$ cat config.mk
export PLATFORM = sky130hd
export DESIGN_NAME = alu8_core
export DESIGN_NICKNAME = d
export VERILOG_FILES = /design/src/rtl/alu8_pkg.sv /design/src/rtl/alu8_addsub.sv /design/src/rtl/alu8_logic.sv /design/src/rtl/alu8_core.sv
export SDC_FILE = /design/constraint.sdc
export NUM_CORES = 1
export LEC_CHECK = 0
export BUFFER_PORTS_ARGS = -buffer_cell sky130_fd_sc_hd__buf_2
export CAP_MARGIN = 0
export CELL_PAD_IN_SITES_DETAIL_PLACEMENT = 0
export CELL_PAD_IN_SITES_GLOBAL_PLACEMENT = 1
export CORE_ASPECT_RATIO = 2
export CORE_MARGIN = 4
export CORE_UTILIZATION = 40
export CTS_BUF_LIST = sky130_fd_sc_hd__clkbuf_8
export DETAILED_ROUTE_END_ITERATION = 10
export GPL_ROUTABILITY_DRIVEN = 0
export PLACE_DENSITY = 0.84
export SYNTH_ARGS = -nofsm -noshare
export SYNTH_HDL_FRONTEND = slang
export SYNTH_SLANG_ARGS = --single-unit
$ cat constraint.sdc
create_clock -name clk -period 4.3 [get_ports clk]
set_input_delay 0.645 -clock clk [delete_from_list [all_inputs] [get_ports clk]]
set_output_delay 0.645 -clock clk [all_outputs]
set_load 0.05 [all_outputs]
$ cat src/rtl/alu8_pkg.sv
package alu8_pkg;
  typedef enum logic [2:0] {
    MD_GRP  = 3'd0,
    MD_INC  = 3'd1,
    MD_DEC  = 3'd2,
    MD_NEG  = 3'd3,
    MD_CPL  = 3'd4,
    MD_SCF  = 3'd5,
    MD_CCF  = 3'd6,
    MD_IDLE = 3'd7
  } alu_mode_e;

  typedef enum logic [2:0] {
    OP_ADD = 3'd0,
    OP_ADC = 3'd1,
    OP_SUB = 3'd2,
    OP_SBC = 3'd3,
    OP_AND = 3'd4,
    OP_XOR = 3'd5,
    OP_OR  = 3'd6,
    OP_CMP = 3'd7
  } alu_op_e;

  localparam int FW   = 8;
  localparam int FB_S = 7;
  localparam int FB_Z = 6;
  localparam int FB_5 = 5;
  localparam int FB_H = 4;
  localparam int FB_3 = 3;
  localparam int FB_P = 2;
  localparam int FB_N = 1;
  localparam int FB_C = 0;
endpackage

$ cat src/rtl/alu8_addsub.sv
module alu8_addsub #(
  parameter int DW = 8
) (
  input  logic [DW-1:0] a,
  input  logic [DW-1:0] b,
  input  logic          sub,
  input  logic          cin,
  output logic [DW-1:0] sum,
  output logic          cout,
  output logic          hout,
  output logic          vout
);
  localparam int HB = DW / 2;

  logic [DW-1:0] bx;
  logic          cx;
  logic [DW:0]   full;
  logic [HB:0]   half;

  always_comb begin
    bx   = sub ? ~b : b;
    cx   = sub ? ~cin : cin;
    full = {1'b0, a} + {1'b0, bx} + {{DW{1'b0}}, cx};
    half = {1'b0, a[HB-1:0]} + {1'b0, bx[HB-1:0]} + {{HB{1'b0}}, cx};
    sum  = full[DW-1:0];
    cout = full[DW] ^ sub;
    hout = half[HB] ^ sub;
    vout = (a[DW-1] == bx[DW-1]) && (sum[DW-1] != a[DW-1]);
  end
endmodule

$ cat src/rtl/alu8_logic.sv
module alu8_logic #(
  parameter int DW = 8
) (
  input  logic [DW-1:0] a,
  input  logic [DW-1:0] b,
  input  logic [1:0]    sel,
  output logic [DW-1:0] y
);
  always_comb begin
    case (sel)
      2'd0:    y = a & b;
      2'd1:    y = a ^ b;
      default: y = a | b;
    endcase
  end
endmodule

$ cat src/rtl/alu8_core.sv
module alu8_core
  import alu8_pkg::*;
#(
  parameter int DW = 8
) (
  input  logic          clk,
  input  logic          rst,
  input  logic [2:0]    mode,
  input  logic [2:0]    op,
  input  logic [DW-1:0] acc,
  input  logic [DW-1:0] opnd,
  input  logic [FW-1:0] flags_in,
  output logic [DW-1:0] res_out,
  output logic [FW-1:0] flags_out,
  output logic          res_we
);
  localparam logic [DW-1:0] ONE = {{(DW-1){1'b0}}, 1'b1};

  logic [DW-1:0] as_a, as_b, as_sum, lg_y;
  logic          as_sub, as_cin, as_c, as_h, as_v;
  logic [DW-1:0] nxt_res;
  logic [FW-1:0] nxt_flg;
  logic          nxt_we;
  logic          old_c;

  assign old_c = flags_in[FB_C];

  always_comb begin
    as_a   = acc;
    as_b   = opnd;
    as_sub = 1'b0;
    as_cin = 1'b0;
    case (mode)
      MD_GRP: begin
        as_sub = (op == OP_SUB) || (op == OP_SBC) || (op == OP_CMP);
        as_cin = ((op == OP_ADC) || (op == OP_SBC)) ? old_c : 1'b0;
      end
      MD_INC: begin
        as_a = opnd;
        as_b = ONE;
      end
      MD_DEC: begin
        as_a   = opnd;
        as_b   = ONE;
        as_sub = 1'b1;
      end
      MD_NEG: begin
        as_a   = '0;
        as_b   = acc;
        as_sub = 1'b1;
      end
      default: ;
    endcase
  end

  alu8_addsub #(.DW(DW)) u_addsub (
    .a(as_a), .b(as_b), .sub(as_sub), .cin(as_cin),
    .sum(as_sum), .cout(as_c), .hout(as_h), .vout(as_v)
  );

  alu8_logic #(.DW(DW)) u_logic (
    .a(acc), .b(opnd), .sel(op[1:0] ^ 2'b00), .y(lg_y)
  );

  always_comb begin
    nxt_res = acc;
    nxt_flg = flags_in;
    nxt_we  = 1'b0;
    case (mode)
      MD_GRP: begin
        if (op[2] && (op != OP_CMP)) begin
          nxt_res = lg_y;
          nxt_we  = 1'b1;
          nxt_flg = {lg_y[DW-1], ~|lg_y, lg_y[5], (op == OP_AND), lg_y[3],
                     ~^lg_y, 1'b0, 1'b0};
        end else if (op == OP_CMP) begin
          nxt_flg = {as_sum[DW-1], ~|as_sum, opnd[5], as_h, opnd[3],
                     as_v, 1'b1, as_c};
        end else begin
          nxt_res = as_sum;
          nxt_we  = 1'b1;
          nxt_flg = {as_sum[DW-1], ~|as_sum, as_sum[5], as_h, as_sum[3],
                     as_v, as_sub, as_c};
        end
      end
      MD_INC, MD_DEC: begin
        nxt_res = as_sum;
        nxt_we  = 1'b1;
        nxt_flg = {as_sum[DW-1], ~|as_sum, as_sum[5], as_h, as_sum[3],
                   as_v, as_sub, old_c};
      end
      MD_NEG: begin
        nxt_res = as_sum;
        nxt_we  = 1'b1;
        nxt_flg = {as_sum[DW-1], ~|as_sum, as_sum[5], as_h, as_sum[3],
                   as_v, 1'b1, as_c};
      end
      MD_CPL: begin
        nxt_res = ~acc;
        nxt_we  = 1'b1;
        nxt_flg = {flags_in[FB_S], flags_in[FB_Z], ~acc[5], 1'b1, ~acc[3],
                   flags_in[FB_P], 1'b1, old_c};
      end
      MD_SCF: begin
        nxt_flg = {flags_in[FB_S], flags_in[FB_Z], acc[5], 1'b0, acc[3],
                   flags_in[FB_P], 1'b0, 1'b1};
      end
      MD_CCF: begin
        nxt_flg = {flags_in[FB_S], flags_in[FB_Z], acc[5], old_c, acc[3],
                   flags_in[FB_P], 1'b0, ~old_c};
      end
      default: ;
    endcase
  end

  always_ff @(posedge clk) begin
    if (rst) begin
      res_out   <= '0;
      flags_out <= '0;
      res_we    <= 1'b0;
    end else begin
      res_out   <= nxt_res;
      flags_out <= nxt_flg;
      res_we    <= nxt_we;
    end
  end
endmodule

==> results of run 1 <==
routing by layer:
layer | part of all wire | vias up | GRT usage
met5 | 0 | - | 0
met4 | 0.053 | 0 | 0.142
met3 | 0.047 | 20 | 0.0112
met2 | 0.54 | 67 | 0.344
met1 | 0.35 | 1079 | 0.195
li1 | - | 1151 | -
cells by family after synthesis:
group                      after synthesis
muxes                                   13
buffers and inverters                   39
DFF                                     17
and+or+nand+nor                         87
xor gates and xnor gates                26
adders and majority gates               29
AOI/OAI and AO/OA                       89
path summary, 6_finish.rpt:
path                         from           end  depth (start not counted)
worst min-delay path  flags_in[7]  flags_out[7]                          3
worst max-delay path      mode[2]  flags_out[6]                         13
through the flow:
stage | total power, W | util | setup WS (ns) | instance area (µm²) | instances
floorplan | 0.000523 | - | 0.545 | 2300 | 300
global placement | 0.000634 | 0.471 | 0.472 | 2600 | 400
detailed placement | 0.000638 | 0.471 | 0.395 | 2600 | 400
CTS | 0.000751 | 0.479 | 0.632 | 2640 | 404
global route | 0.000802 | 0.479 | 0.386 | 2640 | 404
finish | 0.000748 | 0.479 | 0.636 | 2640 | 404
critical path, stage by stage:
cell and delay, ns:
buf_2 0.20, inv_1 0.24, nand2_2 0.17, a22o_1 0.27
xor2_1 0.16, fa_1 0.45, fa_1 0.41, nand2b_1 0.19
a21oi_1 0.24, xnor2_1 0.18, nand4_1 0.11, or3_1 0.35
a211oi_2 0.22
where the power goes:
part	internal [W]	switching (W)	total (W)
Sequential	0.000177	0.00000390	0.000181
Clock	0.0000633	0.0000512	0.000114
Combinational	0.000170	0.000283	0.000452
Total	0.000411	0.000338	0.000748
state kept, by name, indices dropped and copies added, names as in the netlist:
signal and flops:
flags_out 8, res_out 8, res_we 1
cell usage in the layout, fill, tap and decap left out, types with 3 or more instances in the layout:
| master | n |
|---|---|
| nand2_1 | 24 |
| a211oi_1 | 9 |
| mux2_2 | 9 |
| a22o_1 | 6 |
| nor3_1 | 8 |
| mux2i_1 | 4 |
| nor2_1 | 28 |
| nand3_1 | 3 |
| o31ai_1 | 3 |
| a21oi_1 | 13 |
| inv_1 | 23 |
| ha_1 | 27 |
| a31oi_1 | 3 |
| o211ai_1 | 3 |
| buf_4 | 9 |
| xnor2_1 | 19 |
| o21ai_0 | 20 |
| a211oi_2 | 3 |
| dfxtp_1 | 17 |
| nand2b_1 | 8 |
| buf_2 | 48 |
| xor2_1 | 7 |
| clkbuf_8 | 3 |
| a22oi_1 | 9 |
cell type report:
cell class,instances,share of cell area
Clock buffer,3,0.0156
Clock inverter,1,0.00142
Inverter,22,0.0312
Multi-Input combinational cell,244,0.678
Sequential cell,17,0.129
Tap cell,60,0.0284
Timing Repair Buffer,57,0.116
==> implementation parameters, run 1 <==
Parameter                              Value

Clock tree
  Clock transition at path regs ... 0.06 ns
  Resized cells post-CTS ... 0
  Clock root buffer master ... clkbuf_8
  Clock Path Buffers ... 2
  Number of CTS-inserted buffers ... 3
  Buffers inserted during post-CTS setup optimization ... 0
  H-Tree Depth ... 1
  Quantity of hold-fixing buffers added after cts ... 0
  Sink Count ... 17
  Clock tree from TritonCTS ... built

Synth
  Number of storage elements in the synthesis netlist ... 17
  Share of synthesized area occupied by flip-flops and latches ... 0.148
  Count of flip-flops with a built-in enable after synthesis ... 0
  Largest family of logic cells by synthesized area ... compound AO/OA/AOI/OAI gates
  Library cell with the highest instance count after synthesis ... nor2_1
  Post-synth top area cell ... dfxtp_1
  Top cells by count, synth ... nor2_1 (28), ha_1 (27), nand2_1 (24)
  Total of warnings raised by yosys ... 0
  Fraction of the mapped netlist area in compound gates ... 0.275
  Share of flip-flops with an asynchronous set or reset ... 0
  Count of different cell masters after synthesis ... 53
  Avg Synthesized Cell Area ... between 7 and 8 µm²
  Simple-gate share of the synthesized area ... 0.180
  Count of mapped cells out of synthesis ... 300
  Post-synthesis xor/xnor area fraction ... 0.0991
  Main area contributors after synthesis ... dfxtp_1 (15%), ha_1 (15%), xnor2_1 (7.2%), nor2_1 (4.6%), mux2_2 (4.4%)
  Nets in the synthesized netlist ... ~360
  Share of the synthesized area in the top cell type ... 0.148
  Synth Area in Adders ... 0.164
  Dominant register cell in the synthesized netlist ... dfxtp_1
  Cell area after synthesis ... ~0.0023 mm²
  Mux share of post-synthesis cell area ... 0.0615

Drt
  First-pass DRT Iterations ... 4
  First DRT Iteration DRCs ... roughly 180
  Detailed-route DRC error count ... 0
  Routed length per placed instance ... about 16 µm
  Post-Route WL ... 6500 µm
  Vias/cell ... between 5 and 6
  Detailed-route via count ... about 2,300
  Number of nets still failing antenna checks after routing ... 0

STA
  Final Hold Fails ... 0
  Fin Setup TNS ... 0 ns
  Final Max Tran Viols ... 0
  Period minus WS final ... between 3 and 4 ns
  Measured slew at the worst slew-check pin ... just under 0.6 ns
  Setup repair after global routing missed its margin ... false
  Worst-case hold slack ... roughly 0.66 ns
  Fin crit share ... 0.852
  Maximum clock frequency ... 273 MHz
  Count of final setup violators ... 0
  Normalized max-slew margin ... 0.606

GRT
  Number of global-route vias before repair ... between 2,000 and 2,500
  All-Layer GR Usage ... 0.192
  Antenna violations before repair ... 0
  Global-route wire length before repair ... a little over 10,000 µm
  Largest net degree at the start of global routing ... 24
  Global route total overflow ... 0

Layout
  Final Net Count ... approximately 410
  Area added between synthesis and finish ... 15.1%
  Combined flip-flop and latch cell area ... around 340 µm²
  Antenna diode instance count ... 0
  Area of combinational cells with multiple inputs ... roughly 0.0018 mm²
  Number of filler instances in the final layout ... slightly below 600
  Layout cell share with drive strength beyond 1 ... 0.238

Placement
  I/O Buffers ... 48
  Post-detail-place hpwl ... between 5000 and 6000 µm

Job
  Max_cap viols ... 0

Run status
  Run status ... finished, final reports clean

Floorplan
  Effective utilization at floorplan ... 0.417
  DIE HEIGHT ... between 100 and 150 µm
  Die Outline Area ... slightly above 0.007 mm²
  Number of placed I/O pins ... between 40 and 50
  Core Region ... roughly 0.0055 mm²
  Width of the chip ... just over 60 µm
  Site Rows ... 38

Pwr
  Pwr dens ... about 280 mW/mm²
  Worst ir drop on vdd ... approximately 0.26 mV
  Leakage Power ... approximately 1.2 nW

Critical path
  Data arrival time at the worst-slack endpoint ... about 3.8 ns
  Endpoint kind of the worst setup timing path ... flip-flop
  Type of the worst setup path ... primary input to flip-flop
  Critical Path Fanout Max ... 18
  Startpoint class of the critical path ... primary input
  Worst EP required ... about 4.5 ns

Min path
  Worst hold-check path type ... primary input to flip-flop
Note: power is estimated with default switching activity, not from simulation.
==> run 2: changes to the inputs <==
--- a/config.mk
+++ b/config.mk
@@ -6,16 +6,17 @@
 export NUM_CORES = 1
 export LEC_CHECK = 0
 export BUFFER_PORTS_ARGS = -buffer_cell sky130_fd_sc_hd__buf_2
-export CAP_MARGIN = 0
+export CAP_MARGIN = 5
 export CELL_PAD_IN_SITES_DETAIL_PLACEMENT = 0
 export CELL_PAD_IN_SITES_GLOBAL_PLACEMENT = 1
 export CORE_ASPECT_RATIO = 2
-export CORE_MARGIN = 4
+export CORE_MARGIN = 3
 export CORE_UTILIZATION = 40
 export CTS_BUF_LIST = sky130_fd_sc_hd__clkbuf_8
 export DETAILED_ROUTE_END_ITERATION = 10
 export GPL_ROUTABILITY_DRIVEN = 0
 export PLACE_DENSITY = 0.84
+export SLEW_MARGIN = 0
 export SYNTH_ARGS = -nofsm -noshare
 export SYNTH_HDL_FRONTEND = slang
 export SYNTH_SLANG_ARGS = --single-unit
==> implementation parameters, run 2 (same netlist as run 1, synthesis figures left out) <==
Parameter                              Value

Run status
  Run status ... finished, final reports clean

Drt
  First DRT Iteration DRCs ... between 100 and 150
  First-pass DRT Iterations ... 4
  Detailed-route via count ... approximately 2,400
  Vias/cell ... between 5 and 6
  Routed length per placed instance ... between 15 and 20 µm
  Number of nets still failing antenna checks after routing ... 0
  Post-Route WL ... 6710 µm
  Detailed-route DRC error count ... 0

Layout
  Area added between synthesis and finish ... 14.8%
  Registers with the most flip-flops ... flags_out x8, res_out x8, res_we x1
  Antenna diode instance count ... 0
  Layout cell share with drive strength beyond 1 ... 0.236
  Commonest non-fill, non-tap cells in the layout ... buf_2 (48), nor2_1 (28), ha_1 (27)
  Commonest non-fill, non-tap cell in the layout ... buf_2
  Final Net Count ... between 400 and 500

STA
  Maximum clock frequency ... about 270 MHz
  Period minus WS final ... 3.74 ns
  Measured slew at the worst slew-check pin ... between 1 and 1.5 ns
  Final Hold Fails ... 0
  Fin crit share ... 0.869
  Setup repair after global routing missed its margin ... false
  Worst-case setup margin in the final layout ... 0.562 ns
  Count of final setup violators ... 0
  Worst-case hold slack ... about 0.66 ns
  Normalized max-slew margin ... 0.321
  Fin Setup TNS ... 0 ns
  Final Max Tran Viols ... 0

Clock tree
  Clock Path Buffers ... 2
  Resized cells post-CTS ... 0
  H-Tree Depth ... 1
  Clock tree from TritonCTS ... built
  Clock root buffer master ... clkbuf_8
  Clock transition at path regs ... around 0.06 ns
  Sink Count ... 17
  Buffers inserted during post-CTS setup optimization ... 0
  Quantity of hold-fixing buffers added after cts ... 0
  Number of CTS-inserted buffers ... 3

Pwr
  Pwr dens ... between 200 and 300 mW/mm²
  Leakage Power ... approximately 1.2 nW
  Power after layout ... roughly 0.00075 W
  Worst ir drop on vdd ... between 0.2 and 0.3 mV

Critical path
  Crit path buffers/inverters ... 1
  Worst path cell trace ... buf_2 -> nand2_1 -> nor2_1 -> a22o_1 -> xor2_1 -> fa_1 -> fa_1 -> nand2b_1 -> a21oi_1 -> xnor2_1 -> nand4_1 -> or3_1 -> a211oi_2
  Worst setup path start ... mode[0]
  Logic depth of the worst path, buffers included ... 13
  Worst EP required ... ~4.5 ns
  Data arrival time at the worst-slack endpoint ... slightly below 4 ns
  Crit path largest cell delay ... a little over 0.5 ns
  CP delay by family, top ... simple AND/OR/NAND/NOR gates
  Critical Path Fanout Max ... 9
  Most numerous cell on the critical path ... fa_1
  Endpoint kind of the worst setup timing path ... flip-flop
  Type of the worst setup path ... primary input to flip-flop
  Startpoint class of the critical path ... primary input
  End of the critical path ... flags_out[6]
  Worst path slowest cell ... nor2_1

Floorplan
  Number of placed I/O pins ... 49
  Core Region ... 0.00552 mm²
  Site Rows ... 38
  Width of the chip ... 59.6 µm
  DIE HEIGHT ... 113 µm
  Effective utilization at floorplan ... 0.417
  Die Outline Area ... 0.00674 mm²

GRT
  Global-route wire length before repair ... ~11,000 µm
  Antenna violations before repair ... 0
  Number of global-route vias before repair ... about 2,400
  Largest net degree at the start of global routing ... 24
  Global route total overflow ... 0
  All-Layer GR Usage ... 0.212

Placement
  I/O Buffers ... 48
  Worst slack, placed ... 0.358 ns
  Post-detail-place hpwl ... 5480 µm

Min path
  Worst hold-check path type ... primary input to flip-flop

Job
  Max_cap viols ... 0
==> run 2: cell types whose count changed in the layout (fill, tap and decap cells not counted) <==
cell,previous run,this run
buf_4,9,8
==> run 2: cell type report <==
class	instances	area (µm²)
clock buffer	3	41.3
clock inverter	1	3.75
fill	590	2880
inverter	22	82.6
multi-input combinational	244	1790
sequential	17	340
tap	60	75.1
timing repair buffer	56	300
==> run 2: per-stage QoR <==
stage,std cells,util,area (µm²)
6_report,403,0.478,2640
5_1_grt,403,0.478,2640
4_1_cts,403,0.478,2640
3_5_place_dp,399,0.470,2590
3_3_place_gp,399,0.470,2590
2_1_floorplan,300,-,2300
==> run 2: power by group <==
group	switching, W	internal (W)	total (W)
clock network	0.0000534	0.0000634	0.000117
logic	0.000286	0.000169	0.000455
registers	0.00000399	0.000177	0.000181
==> run 2: layer usage <==
layer | track usage | part of all wire
met5 | 0 | 0
met4 | 0.132 | 0.057
met3 | 0.0160 | 0.054
met2 | 0.390 | 0.54
met1 | 0.216 | 0.34
==> run 2: tightest hold or removal path, stage by stage <==
cell and delay, ns:
buf_2 0.08, a221oi_1 0.06, nor2_1 0.08
==> run 2: worst min path at each step <==
| stage | from | endpoint | slack [ns] | cells after the start |
|---|---|---|---|---|
| after floorplan | flags_in[1] | flags_out[1] | 0.80 | 2 |
| final | flags_in[1] | flags_out[1] | 0.66 | 3 |
| after global placement | flags_in[1] | flags_out[1] | 0.92 | 3 |
| after CTS | flags_in[7] | flags_out[7] | 0.65 | 3 |
| after global routing | flags_in[7] | flags_out[7] | 0.66 | 3 |
| after detailed placement | flags_in[7] | flags_out[7] | 0.92 | 3 |
